==> config.mk <==
export PLATFORM = sky130hd
export DESIGN_NAME = bitop_rmw_engine
export DESIGN_NICKNAME = d
export VERILOG_FILES = /design/src/rtl/bitop_pkg.sv /design/src/rtl/bitop_decode.sv /design/src/rtl/bitop_addr.sv /design/src/rtl/bitop_alu.sv /design/src/rtl/bitop_fsm.sv /design/src/rtl/bitop_rmw_engine.sv
export SDC_FILE = /design/constraint.sdc
export NUM_CORES = 1
export LEC_CHECK = 0
export BUFFER_PORTS_ARGS = -buffer_cell sky130_fd_sc_hd__buf_2
export CELL_PAD_IN_SITES_DETAIL_PLACEMENT = 0
export CELL_PAD_IN_SITES_GLOBAL_PLACEMENT = 1
export CORE_ASPECT_RATIO = 1.5
export CORE_MARGIN = 2
export CORE_UTILIZATION = 38
export DETAILED_ROUTE_END_ITERATION = 7
export PLACE_DENSITY = 0.8
export RECOVER_POWER = 50
export SLEW_MARGIN = 5
export SYNTH_ARGS = -nofsm -noshare
export SYNTH_HDL_FRONTEND = slang
export SYNTH_SLANG_ARGS = --single-unit
==> constraint.sdc <==
create_clock -name clk -period 2.25 [get_ports clk]
set_clock_uncertainty 0.05 [all_clocks]
set_input_delay 0.225 -clock clk [delete_from_list [all_inputs] [get_ports clk]]
set_output_delay 0.225 -clock clk [all_outputs]
set_load 0.01 [all_outputs]
==> src/rtl/bitop_pkg.sv <==
package bitop_pkg;

    typedef enum logic [2:0] {
        S_IDLE,
        S_RD_LO,
        S_RD_HI,
        S_WR_LO,
        S_WR_HI,
        S_PAD,
        S_DONE
    } bitop_state_t;

    typedef struct packed {
        logic valid;
        logic set_bits;
        logic absolute;
    } bitop_kind_t;

    localparam logic [7:0] OPC_SET_DP  = 8'h04;
    localparam logic [7:0] OPC_SET_ABS = 8'h0C;
    localparam logic [7:0] OPC_CLR_DP  = 8'h14;
    localparam logic [7:0] OPC_CLR_ABS = 8'h1C;

    localparam int CYC_DP_BYTE  = 5;
    localparam int CYC_DP_WORD  = 6;
    localparam int CYC_ABS_BYTE = 6;
    localparam int CYC_ABS_WORD = 7;
    localparam int CYC_MIN      = 5;
    localparam int CYC_MAX      = 7;

endpackage

==> src/rtl/bitop_decode.sv <==
module bitop_decode
    import bitop_pkg::*;
#(
    parameter int OPC_W = 8
) (
    input  logic [OPC_W-1:0] opcode,
    output bitop_kind_t      kind
);

    always_comb begin
        kind = '0;
        unique case (opcode)
            OPC_SET_DP:  kind = '{valid: 1'b1, set_bits: 1'b1, absolute: 1'b0};
            OPC_SET_ABS: kind = '{valid: 1'b1, set_bits: 1'b1, absolute: 1'b1};
            OPC_CLR_DP:  kind = '{valid: 1'b1, set_bits: 1'b0, absolute: 1'b0};
            OPC_CLR_ABS: kind = '{valid: 1'b1, set_bits: 1'b0, absolute: 1'b1};
            default:     kind = '0;
        endcase
    end

endmodule

==> src/rtl/bitop_addr.sv <==
module bitop_addr
    import bitop_pkg::*;
#(
    parameter int BYTE_W = 8,
    parameter int ADDR_W = 24,
    parameter int CYC_W  = 4
) (
    input  bitop_kind_t             kind,
    input  logic                    narrow,
    input  logic [2*BYTE_W-1:0]     operand,
    input  logic [2*BYTE_W-1:0]     dpage,
    input  logic [ADDR_W-2*BYTE_W-1:0] dbank,
    output logic [ADDR_W-1:0]       eff_addr,
    output logic [CYC_W-1:0]        target
);

    localparam int WORD_W = 2 * BYTE_W;

    logic [ADDR_W-1:0] dp_addr;
    logic [ADDR_W-1:0] abs_addr;
    logic              dp_penalty;
    logic [CYC_W-1:0]  base_cyc;

    assign dp_addr    = ADDR_W'(dpage) + ADDR_W'(operand[BYTE_W-1:0]);
    assign abs_addr   = {dbank, operand};
    assign dp_penalty = |dpage[BYTE_W-1:0];

    always_comb begin
        unique case ({kind.absolute, narrow})
            2'b01:   base_cyc = CYC_W'(CYC_DP_BYTE);
            2'b00:   base_cyc = CYC_W'(CYC_DP_WORD);
            2'b11:   base_cyc = CYC_W'(CYC_ABS_BYTE);
            default: base_cyc = CYC_W'(CYC_ABS_WORD);
        endcase
    end

    assign eff_addr = kind.absolute ? abs_addr : dp_addr;
    assign target   = base_cyc + CYC_W'(!kind.absolute && dp_penalty);

    initial begin
        assert (WORD_W <= ADDR_W) else $error("address narrower than operand");
    end

endmodule

==> src/rtl/bitop_alu.sv <==
module bitop_alu #(
    parameter int BYTE_W = 8
) (
    input  logic                  set_bits,
    input  logic                  narrow,
    input  logic [BYTE_W-1:0]     mem_lo,
    input  logic [BYTE_W-1:0]     mem_hi,
    input  logic [2*BYTE_W-1:0]   acc,
    output logic [2*BYTE_W-1:0]   result,
    output logic                  zero
);

    localparam int WORD_W = 2 * BYTE_W;

    logic [WORD_W-1:0] word;
    logic [WORD_W-1:0] mask;

    always_comb begin
        if (narrow) begin
            word = {{BYTE_W{1'b0}}, mem_lo};
            mask = {{BYTE_W{1'b0}}, acc[BYTE_W-1:0]};
        end else begin
            word = {mem_hi, mem_lo};
            mask = acc;
        end
    end

    assign zero   = ~|(word & mask);
    assign result = set_bits ? (word | mask) : (word & ~mask);

endmodule

==> src/rtl/bitop_fsm.sv <==
module bitop_fsm
    import bitop_pkg::*;
#(
    parameter int CYC_W = 4
) (
    input  logic             clk,
    input  logic             rst_n,
    input  logic             start,
    input  logic             op_valid,
    input  logic             wide_q,
    input  logic [CYC_W-1:0] target_q,
    output logic             accept,
    output bitop_state_t     state,
    output logic             finish,
    output logic             busy,
    output logic             done,
    output logic             mem_rd,
    output logic             mem_wr,
    output logic             hi_sel
);

    bitop_state_t     state_nx;
    logic [CYC_W-1:0] cnt;
    logic             last_next;

    assign accept    = start && op_valid && (state == S_IDLE || state == S_DONE);
    assign last_next = (cnt == target_q - CYC_W'(1));

    always_comb begin
        state_nx = state;
        unique case (state)
            S_IDLE:  state_nx = accept ? S_RD_LO : S_IDLE;
            S_RD_LO: state_nx = wide_q ? S_RD_HI : S_WR_LO;
            S_RD_HI: state_nx = S_WR_LO;
            S_WR_LO: state_nx = wide_q ? S_WR_HI : (last_next ? S_DONE : S_PAD);
            S_WR_HI: state_nx = last_next ? S_DONE : S_PAD;
            S_PAD:   state_nx = last_next ? S_DONE : S_PAD;
            S_DONE:  state_nx = accept ? S_RD_LO : S_IDLE;
            default: state_nx = S_IDLE;
        endcase
    end

    always_ff @(posedge clk) begin
        if (!rst_n) begin
            state <= S_IDLE;
            cnt   <= '0;
        end else begin
            state <= state_nx;
            if (accept)
                cnt <= CYC_W'(2);
            else if (state != S_IDLE)
                cnt <= cnt + CYC_W'(1);
        end
    end

    always_comb begin
        busy   = 1'b1;
        done   = 1'b0;
        mem_rd = 1'b0;
        mem_wr = 1'b0;
        hi_sel = 1'b0;
        unique case (state)
            S_IDLE:  busy = 1'b0;
            S_RD_LO: mem_rd = 1'b1;
            S_RD_HI: begin mem_rd = 1'b1; hi_sel = 1'b1; end
            S_WR_LO: mem_wr = 1'b1;
            S_WR_HI: begin mem_wr = 1'b1; hi_sel = 1'b1; end
            S_PAD:   ;
            S_DONE:  done = 1'b1;
            default: busy = 1'b0;
        endcase
    end

    assign finish = (state_nx == S_DONE);

    // the first write follows all reads of the instruction
    a_r8_write_after_reads: assert property (@(posedge clk) disable iff (!rst_n)
        (mem_wr && !$past(mem_wr)) |-> ($past(mem_rd) && !mem_rd && (!wide_q || $past(mem_rd, 2))))
        else $error("write strobe before reads completed");

    // done never lasts two cycles
    a_r11_done_pulse: assert property (@(posedge clk) disable iff (!rst_n)
        done |=> !done)
        else $error("done held longer than one cycle");

    // no memory traffic outside an instruction
    a_r1_quiet_idle: assert property (@(posedge clk) disable iff (!rst_n)
        (mem_rd || mem_wr) |-> busy)
        else $error("memory access while idle");

    // completion lands on the latched cycle target
    a_r9_done_on_target: assert property (@(posedge clk) disable iff (!rst_n)
        done |-> (cnt == target_q))
        else $error("done off the cycle target");

endmodule

==> src/rtl/bitop_rmw_engine.sv <==
module bitop_rmw_engine
    import bitop_pkg::*;
#(
    parameter int BYTE_W = 8,
    parameter int ADDR_W = 24,
    parameter int CYC_W  = 4
) (
    input  logic                       clk,
    input  logic                       rst_n,
    input  logic                       start,
    input  logic [BYTE_W-1:0]          opcode,
    input  logic [2*BYTE_W-1:0]        operand,
    input  logic [2*BYTE_W-1:0]        acc,
    input  logic [2*BYTE_W-1:0]        dpage,
    input  logic [ADDR_W-2*BYTE_W-1:0] dbank,
    input  logic                       acc_narrow,
    output logic [ADDR_W-1:0]          mem_addr,
    output logic                       mem_rd,
    output logic                       mem_wr,
    output logic [BYTE_W-1:0]          mem_wdata,
    input  logic [BYTE_W-1:0]          mem_rdata,
    output logic                       busy,
    output logic                       done,
    output logic                       z_flag,
    output logic [CYC_W-1:0]           cyc_count
);

    localparam int WORD_W = 2 * BYTE_W;

    bitop_kind_t       kind;
    logic [ADDR_W-1:0] ea_in;
    logic [CYC_W-1:0]  target_in;

    logic              accept;
    logic              finish;
    logic              hi_sel;
    bitop_state_t      state;

    logic [ADDR_W-1:0] ea_q;
    logic [WORD_W-1:0] acc_q;
    logic              wide_q;
    logic              set_q;
    logic [CYC_W-1:0]  target_q;
    logic [BYTE_W-1:0] lo_q;
    logic [BYTE_W-1:0] res_hi_q;
    logic              tz_q;

    logic [BYTE_W-1:0] alu_lo;
    logic [WORD_W-1:0] alu_res;
    logic              alu_zero;

    bitop_decode #(.OPC_W(BYTE_W)) u_decode (
        .opcode (opcode),
        .kind   (kind)
    );

    bitop_addr #(.BYTE_W(BYTE_W), .ADDR_W(ADDR_W), .CYC_W(CYC_W)) u_addr (
        .kind     (kind),
        .narrow   (acc_narrow),
        .operand  (operand),
        .dpage    (dpage),
        .dbank    (dbank),
        .eff_addr (ea_in),
        .target   (target_in)
    );

    bitop_fsm #(.CYC_W(CYC_W)) u_fsm (
        .clk      (clk),
        .rst_n    (rst_n),
        .start    (start),
        .op_valid (kind.valid),
        .wide_q   (wide_q),
        .target_q (target_q),
        .accept   (accept),
        .state    (state),
        .finish   (finish),
        .busy     (busy),
        .done     (done),
        .mem_rd   (mem_rd),
        .mem_wr   (mem_wr),
        .hi_sel   (hi_sel)
    );

    assign alu_lo = wide_q ? lo_q : mem_rdata;

    bitop_alu #(.BYTE_W(BYTE_W)) u_alu (
        .set_bits (set_q),
        .narrow   (!wide_q),
        .mem_lo   (alu_lo),
        .mem_hi   (mem_rdata),
        .acc      (acc_q),
        .result   (alu_res),
        .zero     (alu_zero)
    );

    always_ff @(posedge clk) begin
        if (!rst_n) begin
            ea_q      <= '0;
            acc_q     <= '0;
            wide_q    <= 1'b0;
            set_q     <= 1'b0;
            target_q  <= CYC_W'(CYC_DP_BYTE);
            lo_q      <= '0;
            res_hi_q  <= '0;
            tz_q      <= 1'b0;
            z_flag    <= 1'b0;
            cyc_count <= '0;
        end else begin
            if (accept) begin
                ea_q     <= ea_in;
                acc_q    <= acc;
                wide_q   <= !acc_narrow;
                set_q    <= kind.set_bits;
                target_q <= target_in;
            end
            if (state == S_RD_HI)
                lo_q <= mem_rdata;
            if (state == S_WR_LO) begin
                res_hi_q <= alu_res[WORD_W-1:BYTE_W];
                tz_q     <= alu_zero;
            end
            if (finish) begin
                z_flag    <= tz_q;
                cyc_count <= target_q;
            end
        end
    end

    assign mem_addr  = hi_sel ? (ea_q + ADDR_W'(1)) : ea_q;
    assign mem_wdata = (state == S_WR_LO) ? alu_res[BYTE_W-1:0] : res_hi_q;

    // the second access of a word targets the next byte address
    a_r7_hi_follows_lo: assert property (@(posedge clk) disable iff (!rst_n)
        ((mem_rd && $past(mem_rd)) || (mem_wr && $past(mem_wr)))
            |-> (mem_addr == $past(mem_addr) + ADDR_W'(1)))
        else $error("high byte not at address plus one");

    // reported count stays within the legal range
    a_r9_count_range: assert property (@(posedge clk) disable iff (!rst_n)
        done |-> (cyc_count >= CYC_W'(CYC_MIN) && cyc_count <= CYC_W'(CYC_MAX + 1)))
        else $error("cycle count out of range");

    // the zero flag moves only with done
    a_r3_z_on_done: assert property (@(posedge clk) disable iff (!rst_n)
        !$stable(z_flag) |-> done)
        else $error("zero flag changed outside done");

endmodule

# ---- Yosys cells after proc, flatten, opt, wreduce, memory -nomap -nowiden
# Cells that the tools add are included.
# W data, S select, Z words.
dict set report classes {
  add_sub_neg 5
  n_eq_ne 14
  mux 21
  bitwise_logic 5
  n_reduce_logical 21
}
# cell n
set op_table {}
lappend op_table {{$mux W16} 3}
lappend op_table {{$mux W24} 2}
lappend op_table {{$and A16 B16 Y16} 2}
lappend op_table {{$add A24 B1 Y24 const B} 1}
lappend op_table {{$add A16 B8 Y17} 1}
lappend op_table {{$eq A8 B5 Y1 const B} 2}
lappend op_table {{$mux W8} 2}
lappend op_table {{$not A16 Y16} 1}
lappend op_table {{$or A16 B16 Y16} 1}
lappend op_table {{$reduce_or A16 Y1} 1}
lappend op_table {{$pmux W3 S5} 1}
lappend op_table {{$reduce_or A2 Y1} 7}
lappend op_table {{$eq A3 B3 Y1 const B} 4}
lappend op_table {{$pmux W3 S4} 1}
lappend op_table {{$eq A8 B3 Y1 const B} 1}
lappend op_table {{$eq A8 B4 Y1 const B} 1}
lappend op_table {{$mux W2} 4}
lappend op_table {{$reduce_or A8 Y1} 1}
lappend op_table {{$mux W1} 7}
lappend op_table {{$eq A3 B2 Y1 const B} 2}
lappend op_table {{$reduce_or A6 Y1} 1}
lappend op_table {{$add A3 B1 Y4} 1}
lappend op_table {{$add A4 B1 Y4 const B} 1}
lappend op_table {{$eq A4 B4 Y1} 1}
lappend op_table {{13 further kinds} 17}
dict set report word_totals {
  register_bits 75
  inputBits 76
  output_inout_bits 41
  word_cells 79
}

# ---- Depth between registers and ports, before layout
# Gate-level depths: netlist of run 1.
dict set report logic_depth {
  ltp_word 7
  ltp_mapped 12
  mapped_depth_nobuf 10
}

# ---- By module
# Synthesis of run 1 repeated with hierarchy kept, for this count alone.
dict set report hier_totals {
  hier_cells 556
  hier_area_um2 4967.3
}
# module n_inst cells_each area_per_inst_um2 seq_area_each_um2
set by_module_without_submodules {}
lappend by_module_without_submodules {bitop_rmw_engine 1 319 3174.3 1361.3}
lappend by_module_without_submodules {bitop_addr 1 135 934.6 0.0}
lappend by_module_without_submodules {bitop_fsm 1 59 514.2 140.1}
lappend by_module_without_submodules {bitop_alu 1 38 301.5 0.0}
lappend by_module_without_submodules {bitop_decode 1 5 42.5 0.0}

# ---- Worst setup path before layout of run 1
# No wires, ideal clock.
dict set report synth_path {
  path_kind {in2reg}
  from {input opcode[5]}
  to {register target_q[1]}
  setup_ps 132
  t_arrival_ps 1901
  required_ps 2068
  path_slack_ps 167
  path_stages 11
  path_buffers 2
  cell_sequence {nor4b_4 -> and3_1 -> buf_2 -> inv_2 -> clkbuf_1 -> ha_1 -> inv_1 -> ha_1 -> ha_1 -> nand2_1 -> a21oi_1}
}
dict set report synth_between {
  elab_chain_len 6
  word_cells_on_any_way 15
  cone_classes {add/sub: 1; eq/ne: 6; mux: 2; reduce/logical: 6}
}
# element line_no
set synth_rtl {}
lappend synth_rtl {{start: declaration} bitop_rmw_engine.sv:11} ;# input logic [BYTE_W-1:0] opcode,
lappend synth_rtl {{$eq A8 B5 Y1 (tied with other cells)} bitop_decode.sv:12} ;# unique case (opcode)
lappend synth_rtl {{$pmux W3 S4 (*)} bitop_decode.sv:12}
lappend synth_rtl {{$eq A2 B2 Y1 / $logic_not A2 Y1 (equally long branches)} bitop_addr.sv:29} ;# unique case ({kind.absolute, narrow})
lappend synth_rtl {{$reduce_or A2 Y1 (no line)} -}
lappend synth_rtl {{$pmux W2 S2} bitop_addr.sv:29}
lappend synth_rtl {{$add A3 B1 Y4 (*)} bitop_addr.sv:38} ;# assign target = base_cyc + CYC_W'(!kind.absolute && dp_penalty);
lappend synth_rtl {{net target_in[1]} bitop_rmw_engine.sv:32} ;# logic [CYC_W-1:0] target_in;
lappend synth_rtl {{end signal: assignment} bitop_rmw_engine.sv:102} ;# target_q <= CYC_W'(CYC_DP_BYTE);
lappend synth_rtl {{end signal: assignment} bitop_rmw_engine.sv:114} ;# target_q <= target_in;
lappend synth_rtl {{end: declaration} bitop_rmw_engine.sv:43} ;# logic [CYC_W-1:0] target_q;
# Mark *: on every way through the listed nets, which the timed path passes. The rest lies on a longest branch.
# A chain may end at the register's enable or synchronous reset.

# ---- Worst setup path after layout of run 1
dict set report layout_path {
  from {register ea_q[5]}
  to {output mem_addr[16]}
}
dict set report layout_between {
  elab_chain_len 2
}
# element line_no
set layout_rtl {}
lappend layout_rtl {{start: declaration} bitop_rmw_engine.sv:39} ;# logic [ADDR_W-1:0] ea_q;
lappend layout_rtl {{start signal: assignment} bitop_rmw_engine.sv:110} ;# ea_q <= ea_in;
lappend layout_rtl {{$add A24 B1 Y24} bitop_rmw_engine.sv:129} ;# assign mem_addr = hi_sel ? (ea_q + ADDR_W'(1)) : ea_q;
lappend layout_rtl {{$mux W24} bitop_rmw_engine.sv:129}
lappend layout_rtl {{end: declaration} bitop_rmw_engine.sv:17} ;# output logic [ADDR_W-1:0] mem_addr,
# Every way passes these cells.

==> metrics, run 1 <==
async set-or-reset flop fraction in the synthesized netlist 0%; antenna diode count 0; CTS Hold Bufs 0; vias per std cell 5.33; number of synthesis warnings 0; power share of the sequential group 38.4%; worst slack at placement 29.6 ps; Sink Count 75; normalized max-slew margin 58.0%; root cell of the clock tree sky130_fd_sc_hd__clkbuf_16; die footprint 0.0126 mm2; number of optimization iterations in the first detailed-route pass 4; run status finished clean; count of pins over their slew limit 0; netlist area before placement 0.00445 mm2; gate count after technology mapping 586; worst min-delay path class in -> reg; largest net degree at the start of global routing 46; Clock Power Share 35.7%; largest buffer count on any clock path 2; per-instance average area after synthesis 7.60 um2; number of hold violations in the final report 0; Synth area leader sky130_fd_sc_hd__dfxtp_1; total number of vias 4587; clock slew at reported path FFs 60 ps; Maximum Capacitance Violations 0; Critical Path RT 1980 ps; maximum fanout along the worst path 6; areal power density over the cells 686 mW/mm2; total overflow reported by the global router 0; final critical-path share of the clock period 96.6%; antenna violations before repair 0; post-route minimum period 2170 ps; first-pass GRT wire length 21400 um; share of the core filled with cells in the final layout 48.9%; worst voltage drop across the vdd grid 0.301 mV; number of enable flip-flop cells after synthesis 0; Sw Share 29.7%; Critical Path End Type primary output; Final Net Count 798; worst slew pin tran 623 ps; combinational share of power 25.8%; clk_lat worst skew 330 ps; number of unique standard cell types used by synthesis 48; power dissipated by switching net loads 1.14 mW; aggregate routed wire length 13400 um; drt first-iter violations 164; Initial Util 38.8%; top cells by area in the synthesized netlist sky130_fd_sc_hd__dfxtp_1 34%, sky130_fd_sc_hd__nand2_1 8.3%, sky130_fd_sc_hd__a21oi_1 6.6%; top achievable clock speed 460 MHz; weighted congestion at the end of routability-driven global placement 0.928; Port Buffer Count 116; synth-to-layout area growth 25.9%; via count of the first global-routing pass 4563; count of pins on the block boundary 117; number of nets in the synthesized netlist 677; average wire per cell in the routed design 15.5 um; top-area cell type share of the netlist area 33.7%; sequential cell area fraction in the yosys report 33.7%; startpoint type of the worst setup path flip-flop; Horiz. Die Dim 92.4 um; Fillers 1178; number of buffers created by CTS 9; cell internal pwr 2.70 mW; leakage power total 2.37 nW; final setup fails 0; All-Layer GR Usage 21.6%; most instantiated library cell after synthesis sky130_fd_sc_hd__nand2_1; kind of critical path reg -> out; htree depth 3; number of register bits inferred by synthesis 75; commonest register cell after synthesis sky130_fd_sc_hd__dfxtp_1; leading post-synthesis cells by instance count 99 x sky130_fd_sc_hd__nand2_1, 75 x sky130_fd_sc_hd__dfxtp_1, 59 x sky130_fd_sc_hd__a21oi_1; Final HPWL DP 10200 um; final standard cell area without fillers 0.00561 mm2; Cell Rows 48; number of remaining DRC errors 0; core box area 0.0115 mm2; Final ANT Viol Nets 0; arrival time worst endpoint 1900 ps; share of layout cells above drive strength 1 22.5%; slack of the critical path 75.5 ps; clock tree from TritonCTS yes; placement-stage cell area 0.00528 mm2; height of the die 137 um
==> cell families after synthesis <==
logic type	Yosys count	synth area share, %
flip-flops	75	33.7
buffers and inverters	55	4.89
XOR/XNOR	40	7.87
AND/OR/NAND/NOR	240	25.6
AO/OA/AOI/OAI	132	16.9
adder cells (fa/ha/maj)	15	4.38
multiplexers	29	6.60
==> cells in the final DEF, fill, tap and decap left out, types with 6 or more instances in the layout <==
cell                        instances
sky130_fd_sc_hd__a21oi_1           59
sky130_fd_sc_hd__and2_0             8
sky130_fd_sc_hd__and3_1            10
sky130_fd_sc_hd__buf_2            104
sky130_fd_sc_hd__buf_4             23
sky130_fd_sc_hd__clkbuf_1          18
sky130_fd_sc_hd__clkbuf_16          9
sky130_fd_sc_hd__dfxtp_1           71
sky130_fd_sc_hd__ha_1              14
sky130_fd_sc_hd__inv_1             20
sky130_fd_sc_hd__mux2i_1           26
sky130_fd_sc_hd__nand2_1           99
sky130_fd_sc_hd__nand3_1           35
sky130_fd_sc_hd__nor2_1            41
sky130_fd_sc_hd__nor2b_1            6
sky130_fd_sc_hd__nor3_1             7
sky130_fd_sc_hd__o211ai_1           6
sky130_fd_sc_hd__o21ai_0           28
sky130_fd_sc_hd__o21ai_1            9
sky130_fd_sc_hd__o22ai_1            6
sky130_fd_sc_hd__xnor2_1           24
sky130_fd_sc_hd__xor2_1            14
==> final timing paths <==
check	from	end	slack [ps]	cells past startpoint
setup / recovery	ea_q[5]$_SDFFE_PN0P_	mem_addr[16]	80	8
hold / removal	opcode[4]	set_q$_SDFFE_PN0P_	20	2
setup reg to reg	u_fsm.state[0]$_SDFF_PN0_	ea_q[6]$_SDFFE_PN0P_	130	7
hold reg to reg	cyc_count[3]$_SDFFE_PN0N_	cyc_count[3]$_SDFFE_PN0N_	410	2
==> flip-flops by register name, indices dropped and copies added, names as in the netlist <==
| register | count |
|---|---|
| ea_q | 24 |
| z_flag | 1 |
| wide_q | 1 |
| tz_q | 1 |
| res_hi_q | 8 |
| u_fsm.cnt | 4 |
| target_q | 4 |
| cyc_count | 4 |
| u_fsm.state | 3 |
| set_q | 1 |
| lo_q | 8 |
| acc_q | 16 |
==> stage by stage <==
step                setup TNS, ps  total power [mW]  hold slack (ps)  instances
floorplan                       0              2.10              271        586
global placement                0              2.41              360        843
detailed placement              0              2.44              367        843
CTS                             0              3.86             12.8        859
global route                -15.9              4.05             11.1        861
finish                          0              3.84             23.8        861
==> critical path, cell delays in order (launching register included) <==
cell,delay [ps]
sky130_fd_sc_hd__dfxtp_2,360
sky130_fd_sc_hd__and3_4,190
sky130_fd_sc_hd__and3_4,200
sky130_fd_sc_hd__nand3_1,80
sky130_fd_sc_hd__nor2_1,110
sky130_fd_sc_hd__buf_4,170
sky130_fd_sc_hd__nand3_1,100
sky130_fd_sc_hd__xnor2_1,200
sky130_fd_sc_hd__buf_2,160
==> cell type report <==
cell class,count,area (um2),area share (%)
multi-input cells,456,2780,49.6
flip-flops and latches,75,1510,26.9
repair buffers,144,774,13.8
clock buffers,12,236,4.22
well taps,150,188,3.35
inverters,21,78.8,1.41
clock inverters,3,40.0,0.714
==> routing by layer <==
metal	track usage, %	share of wire, %	up-vias
li1	-	-	2285
met1	22.3	39	2128
met2	41.5	53	138
met3	3.63	4.2	36
met4	10.7	4.3	0
met5	0	0	-
==> power groups by stage <==
stage          clock [mW]  combinational [mW]  sequential [mW]
4_1_cts              1.40               0.977             1.48
5_1_grt              1.46                1.10             1.49
6_report             1.37               0.993             1.48
3_3_place_gp            0               0.920             1.49
3_5_place_dp            0               0.940             1.50
2_1_floorplan           0               0.628             1.48
==> what timing repair did <==
action,4_1_cts,5_1_grt
buffers inserted,1,2
gates resized for setup,4,11
endpoints found under the setup margin,12,14
endpoints found under the hold margin,0,0
pin swaps,3,6
gates cloned,0,0
(Power assumes the default switching activity.)
==> run 2, diff against run 1 <==
--- a/config.mk
+++ b/config.mk
@@ -9,10 +9,11 @@
 export CELL_PAD_IN_SITES_DETAIL_PLACEMENT = 0
 export CELL_PAD_IN_SITES_GLOBAL_PLACEMENT = 1
 export CORE_ASPECT_RATIO = 1.5
-export CORE_MARGIN = 2
-export CORE_UTILIZATION = 38
+export CORE_MARGIN = 3
+export CORE_UTILIZATION = 39
+export CTS_BUF_LIST = sky130_fd_sc_hd__clkbuf_2
 export DETAILED_ROUTE_END_ITERATION = 7
-export PLACE_DENSITY = 0.8
+export PLACE_DENSITY = 0.82
 export RECOVER_POWER = 50
 export SLEW_MARGIN = 5
 export SYNTH_ARGS = -nofsm -noshare
==> metrics, run 2 (same netlist as run 1, synthesis figures left out) <==
run status finished, violations left; violated checks negative setup slack; clock slew at reported path FFs 220 ps; share of layout cells above drive strength 1 26.9%; arrival time worst endpoint 2160 ps; count of pins on the block boundary 117; worst slew pin tran 554 ps; Initial Util 40.1%; core box area 0.0111 mm2; placement-stage cell area 0.00528 mm2; largest net degree at the start of global routing 50; critical path capture point mem_addr[11]; total overflow reported by the global router 0; Fillers 1070; Final HPWL DP 9990 um; worst voltage drop across the vdd grid 0.292 mV; vias per std cell 5.19; synth-to-layout area growth 39.0%; most used cells in the layout excluding fill and tap cells 116 x sky130_fd_sc_hd__buf_2, 96 x sky130_fd_sc_hd__nand2_1, 67 x sky130_fd_sc_hd__dfxtp_1; aggregate routed wire length 13900 um; reg-to-reg critical path startpoint target_q[0]$_SDFFE_PN1P_; via count of the first global-routing pass 4557; number of optimization iterations in the first detailed-route pass 4; antenna violations before repair 1; leakage power total 2.68 nW; final setup fails 17; first-pass GRT wire length 21500 um; post-route minimum period 2430 ps; maximum fanout along the worst path 7; Final ANT Viol Nets 0; average wire per cell in the routed design 15.2 um; setup repair after global routing missed its margin true; number of buffers created by CTS 9; registers with the most flip-flops ea_q x24, acc_q x16; clk_lat worst skew 530 ps; number of remaining DRC errors 0; most common library cell in the layout ignoring fill and taps sky130_fd_sc_hd__buf_2; weighted congestion at the end of routability-driven global placement 0.871; final critical-path share of the clock period 108%; worst reg2reg endpoint cyc_count[2]$_SDFFE_PN0N_; largest buffer count on any clock path 2; worst-case reg-to-reg path depth 9; kind of critical path reg -> out; Horiz. Die Dim 93.2 um; top achievable clock speed 411 MHz; startpoint type of the worst setup path flip-flop; final standard cell area without fillers 0.00619 mm2; areal power density over the cells 538 mW/mm2; height of the die 137 um; normalized max-slew margin 63.1%; slack of the critical path -181 ps; Maximum Capacitance Violations 0; Biggest register ea_q; htree depth 3; Port Buffer Count 116; count of pins over their slew limit 0; drt first-iter violations 224; max reg flops 24; total number of vias 4762; setup slack of the most critical reg-to-reg path 420 ps; worst min-delay path class in -> reg; die footprint 0.0128 mm2; number of hold violations in the final report 0; Final Net Count 855; launch point of the worst path u_fsm.state[2]$_SDFF_PN0_; clock tree from TritonCTS yes; Critical Path RT 1980 ps; Cell Rows 47; Total Power Consumption 3.33 mW; total negative slack for setup checks -1720 ps; All-Layer GR Usage 21.4%; root cell of the clock tree sky130_fd_sc_hd__clkbuf_2; Critical Path End Type primary output; Sink Count 75
==> run 2: cell count changes in the layout (fill, tap and decap cells not counted), moves of 6 or more <==
cell and change:
sky130_fd_sc_hd__clkbuf_2 +8, sky130_fd_sc_hd__clkbuf_1 -18, sky130_fd_sc_hd__o21ai_1 +7, sky130_fd_sc_hd__o21ai_0 -7
sky130_fd_sc_hd__dlygate4sd3_1 +53, sky130_fd_sc_hd__and2_0 -8, sky130_fd_sc_hd__and2_1 +8, sky130_fd_sc_hd__clkbuf_16 -9
sky130_fd_sc_hd__buf_4 +6, sky130_fd_sc_hd__buf_2 +12, sky130_fd_sc_hd__nand3_1 -6
==> run 2: area by class of cell <==
class                           count  area (um2)  share of cell area (%)
Antenna cell                        1        2.50                  0.0404
Clock buffer                        9        45.0                   0.728
Clock inverter                      7        68.8                    1.11
Inverter                           21        78.8                    1.27
Multi-Input combinational cell    456        2910                    47.1
Sequential cell                    75        1520                    24.5
Tap cell                          147         184                    2.97
Timing Repair Buffer              201        1380                    22.3
==> run 2: report_power, final <==
part / internal [mW] / switching, mW / leakage, nW
logic: 0.524 / 0.543 / 2.00
clock network: 0.251 / 0.503 / 0.0677
registers: 1.42 / 0.0929 / 0.610
total: 2.19 / 1.14 / 2.68
==> run 2: worst min-delay path by stage <==
stage	start	endpoint	slack, ps	cells past startpoint
after global routing	operand[10]	ea_q[10]$_SDFFE_PN0P_	30	4
after global placement	opcode[4]	set_q$_SDFFE_PN0P_	360	2
after CTS	operand[12]	ea_q[12]$_SDFFE_PN0P_	7	4
final	operand[12]	ea_q[12]$_SDFFE_PN0P_	60	4
after detailed placement	opcode[4]	set_q$_SDFFE_PN0P_	370	2
after floorplan	opcode[4]	set_q$_SDFFE_PN0P_	270	1
==> run 2: timing repair <==
action	4_1_cts	5_1_grt
buffers inserted	6	4
pin swaps	10	23
hold buffers	53	0
gates resized for setup	22	28
endpoints found under the setup margin	28	30
endpoints found under the hold margin	49	0
==> run 2: metal layers <==
layer / wire (um) / GRT usage [%] / up-vias
li1: - / - / 2394
met1: 5500 / 24.1 / 2163
met2: 7170 / 38.6 / 172
met3: 759 / 3.52 / 33
met4: 478 / 10.5 / 0
met5: 0 / 0 / -
==> run 2: stage by stage <==
step | worst slack [ps] | utilization (%) | cells | hold slack, ps
floorplan | 167 | - | 586 | 271
global placement | 102 | 47.5 | 839 | 359
detailed placement | 24.0 | 47.5 | 839 | 366
CTS | -269 | 54.5 | 913 | 7.31
global route | -304 | 55.7 | 917 | 29.2
finish | -181 | 55.7 | 917 | 63.7
==> run 2: worst max-delay path, cell delays in order, from the launching register on <==
cell and delay [ps]:
sky130_fd_sc_hd__dfxtp_2 400, sky130_fd_sc_hd__xnor2_4 170, sky130_fd_sc_hd__nor2_4 130, sky130_fd_sc_hd__and4_1 210
sky130_fd_sc_hd__and3_4 280, sky130_fd_sc_hd__buf_4 130, sky130_fd_sc_hd__xor2_1 150, sky130_fd_sc_hd__buf_2 160
==> run 3, diff against run 2 <==
--- a/config.mk
+++ b/config.mk
@@ -10,12 +10,13 @@
 export CELL_PAD_IN_SITES_GLOBAL_PLACEMENT = 1
 export CORE_ASPECT_RATIO = 1.5
 export CORE_MARGIN = 3
-export CORE_UTILIZATION = 39
+export CORE_UTILIZATION = 42
 export CTS_BUF_LIST = sky130_fd_sc_hd__clkbuf_2
 export DETAILED_ROUTE_END_ITERATION = 7
-export PLACE_DENSITY = 0.82
+export PLACE_DENSITY = 0.83
 export RECOVER_POWER = 50
 export SLEW_MARGIN = 5
 export SYNTH_ARGS = -nofsm -noshare
 export SYNTH_HDL_FRONTEND = slang
+export SYNTH_HIERARCHICAL = 1
 export SYNTH_SLANG_ARGS = --single-unit
==> metrics, run 3 <==
run status finished, violations left; violated checks negative setup slack; async set-or-reset flop fraction in the synthesized netlist 0%; kind of critical path reg -> out; share of layout cells above drive strength 1 30.8%; final standard cell area without fillers 0.00665 mm2; All-Layer GR Usage 20.0%; leakage power total 2.74 nW; Initial Util 43.1%; Total Power Consumption 3.23 mW; number of synthesis warnings 6; number of unique standard cell types used by synthesis 61; number of register bits inferred by synthesis 75; crit path cell chain xor2_2, nor2b_4, nand3_4, buf_6, nor2_4, buf_6, nand3_1, xnor2_1, buf_2; most common library cell in the layout ignoring fill and taps sky130_fd_sc_hd__buf_2; htree depth 3; placed instance count 820; worst reg2reg endpoint wide_q$_SDFFE_PN0P_; placement-stage cell area 0.00581 mm2; worst voltage drop across the vdd grid 0.324 mV; clk_lat worst skew 520 ps; largest buffer count on any clock path 2; final setup fails 31; weighted congestion at the end of routability-driven global placement 0.838; Critical Path End Type primary output; sequential cell area fraction in the yosys report 30.2%; worst stage delay on the critical path 390 ps; Sink Count 75; highest-delay cell along the critical path sky130_fd_sc_hd__dfxtp_2; die footprint 0.0132 mm2; commonest register cell after synthesis sky130_fd_sc_hd__dfxtp_1; worst-case reg-to-reg path depth 7; setup repair after global routing missed its margin true; Port Buffer Count 116; final non-filler cell total 889; number of optimization iterations in the first detailed-route pass 4; count of pins on the block boundary 117; total overflow reported by the global router 0; Final Net Count 824; number of nets in the synthesized netlist 647; synth-to-layout area growth 33.9%; number of logic stages on the critical path including buffering 9; netlist area before placement 0.00497 mm2; largest net degree at the start of global routing 30; maximum fanout along the worst path 5; first-pass GRT wire length 21100 um; setup slack of the most critical reg-to-reg path -190 ps; drt first-iter violations 107; most instantiated library cell after synthesis sky130_fd_sc_hd__dfxtp_1; post-route minimum period 2490 ps; number of enable flip-flop cells after synthesis 0; worst min-delay path class in -> reg; clock slew at reported path FFs 220 ps; Critical Path RT 1980 ps; registers with the most flip-flops ea_q x24, acc_q x16; Final ANT Viol Nets 0; average wire per cell in the routed design 15.3 um; count of pins over their slew limit 0; number of remaining DRC errors 0; share of the core filled with cells in the final layout 57.7%; reg-to-reg critical path startpoint u_fsm/state[0]$_SDFF_PN0_; areal power density over the cells 486 mW/mm2; most repeated library cell on the critical path sky130_fd_sc_hd__buf_6; top cells by area in the synthesized netlist sky130_fd_sc_hd__dfxtp_1 30%, sky130_fd_sc_hd__mux2i_1 14%, sky130_fd_sc_hd__nor2b_1 7.2%; Horiz. Die Dim 94.8 um; final critical-path share of the clock period 111%; core box area 0.0115 mm2; vias per std cell 5.17; clock tree from TritonCTS yes; total number of vias 4595; per-instance average area after synthesis 8.93 um2; height of the die 139 um; antenna violations before repair 1; arrival time worst endpoint 2220 ps; via count of the first global-routing pass 4610; leading post-synthesis cells by instance count 75 x sky130_fd_sc_hd__dfxtp_1, 67 x sky130_fd_sc_hd__mux2i_1, 60 x sky130_fd_sc_hd__nand2_1; Worst Hold Path EP ea_q[18]$_SDFFE_PN0P_; hold_ws 55.6 ps; worst slew pin tran 576 ps; Synth area leader sky130_fd_sc_hd__dfxtp_1; root cell of the clock tree sky130_fd_sc_hd__clkbuf_2; cell family contributing the most delay on the critical path simple AND/OR/NAND/NOR gates; most used cells in the layout excluding fill and tap cells 108 x sky130_fd_sc_hd__buf_2, 72 x sky130_fd_sc_hd__dfxtp_1, 67 x sky130_fd_sc_hd__mux2i_1; worst slack at placement -152 ps; normalized max-slew margin 61.6%; start point of the worst hold path dbank[2]; WHS Path Cells 4; Final HPWL DP 10100 um; number of buffers created by CTS 9; slack of the critical path -244 ps; total negative slack for setup checks -4410 ps; startpoint type of the worst setup path flip-flop; aggregate routed wire length 13600 um; top achievable clock speed 401 MHz; Bufs and invs on worst path 3; number of hold violations in the final report 0; gate count after technology mapping 556; Biggest register ea_q; max reg flops 24; top-area cell type share of the netlist area 30.2%; Maximum Capacitance Violations 0; Cell Rows 48
## run 3: cell types whose count changed after synthesis, sizes merged, moves of 9 or more
| cell | previous run | this run |
|---|---|---|
| and3 | 13 | 4 |
| mux2i | 26 | 67 |
| nor2 | 42 | 28 |
| a21boi | 0 | 11 |
| nand2 | 99 | 60 |
| o21ai | 37 | 10 |
| nand3 | 36 | 19 |
| a21oi | 59 | 10 |
| mux2 | 3 | 19 |
| nor2b | 6 | 57 |
## run 3: worst max-delay path by stage
stage / start / end / slack, ps
floorplan: opcode[1] / target_q[1]$_SDFFE_PN0P_ / -10
global placement: opcode[1] / acc_q[11]$_SDFFE_PN0P_ / -100
detailed placement: opcode[1] / ea_q[4]$_SDFFE_PN0P_ / -150
CTS: u_fsm/state[1]$_SDFF_PN0_ / mem_addr[9] / -310
global route: u_fsm/state[1]$_SDFF_PN0_ / mem_addr[9] / -430
finish: u_fsm/state[1]$_SDFF_PN0_ / mem_addr[15] / -240
## run 3: worst min-delay path, cell delays in order
cell and delay (ps):
sky130_fd_sc_hd__buf_2 70, sky130_fd_sc_hd__and2_1 130, sky130_fd_sc_hd__mux2i_1 80, sky130_fd_sc_hd__nor2b_1 110
## run 3: where the power goes
group	leakage [nW]	total [mW]	internal [mW]	switching, mW
clock	0.0919	0.969	0.477	0.492
combinational	2.04	0.842	0.423	0.419
sequential	0.606	1.42	1.38	0.0400
total	2.74	3.23	2.28	0.951
## run 3: metal layers
metal | track usage [%] | part of all wire, % | up-vias
li1 | - | - | 2300
met1 | 21.7 | 39 | 2156
met2 | 36.4 | 53 | 113
met3 | 3.75 | 4.6 | 26
met4 | 9.20 | 2.8 | 0
met5 | 0 | 0 | -
## run 3: cell type report
type                    count  area [um2]
flip-flops and latches     75        1510
inverters                  16        60.1
multi-input cells         435        3410
fillers                  1054        4880
diodes                      1        2.50
repair buffers            196        1320
clock inverters             7         116
clock buffers               9        45.0
well taps                 150         188
## run 3: repair_timing
action,4_1_cts,5_1_grt
endpoints found under the setup margin,31,34
gates resized for setup,17,38
pin swaps,7,15
cloned,0,1
setup buffers,5,11
hold buffers,37,0
endpoints found under the hold margin,46,0
## run 3: cell families after synthesis
family	count (synthesis)	synth area share (%)
and+or+nand+nor	223	25.5
muxes	86	17.8
DFF	75	30.2
AOI/OAI and AO/OA	71	11.2
buffers and inverters	46	4.31
xor gates and xnor gates	39	6.88
adders and majority gates	16	4.13
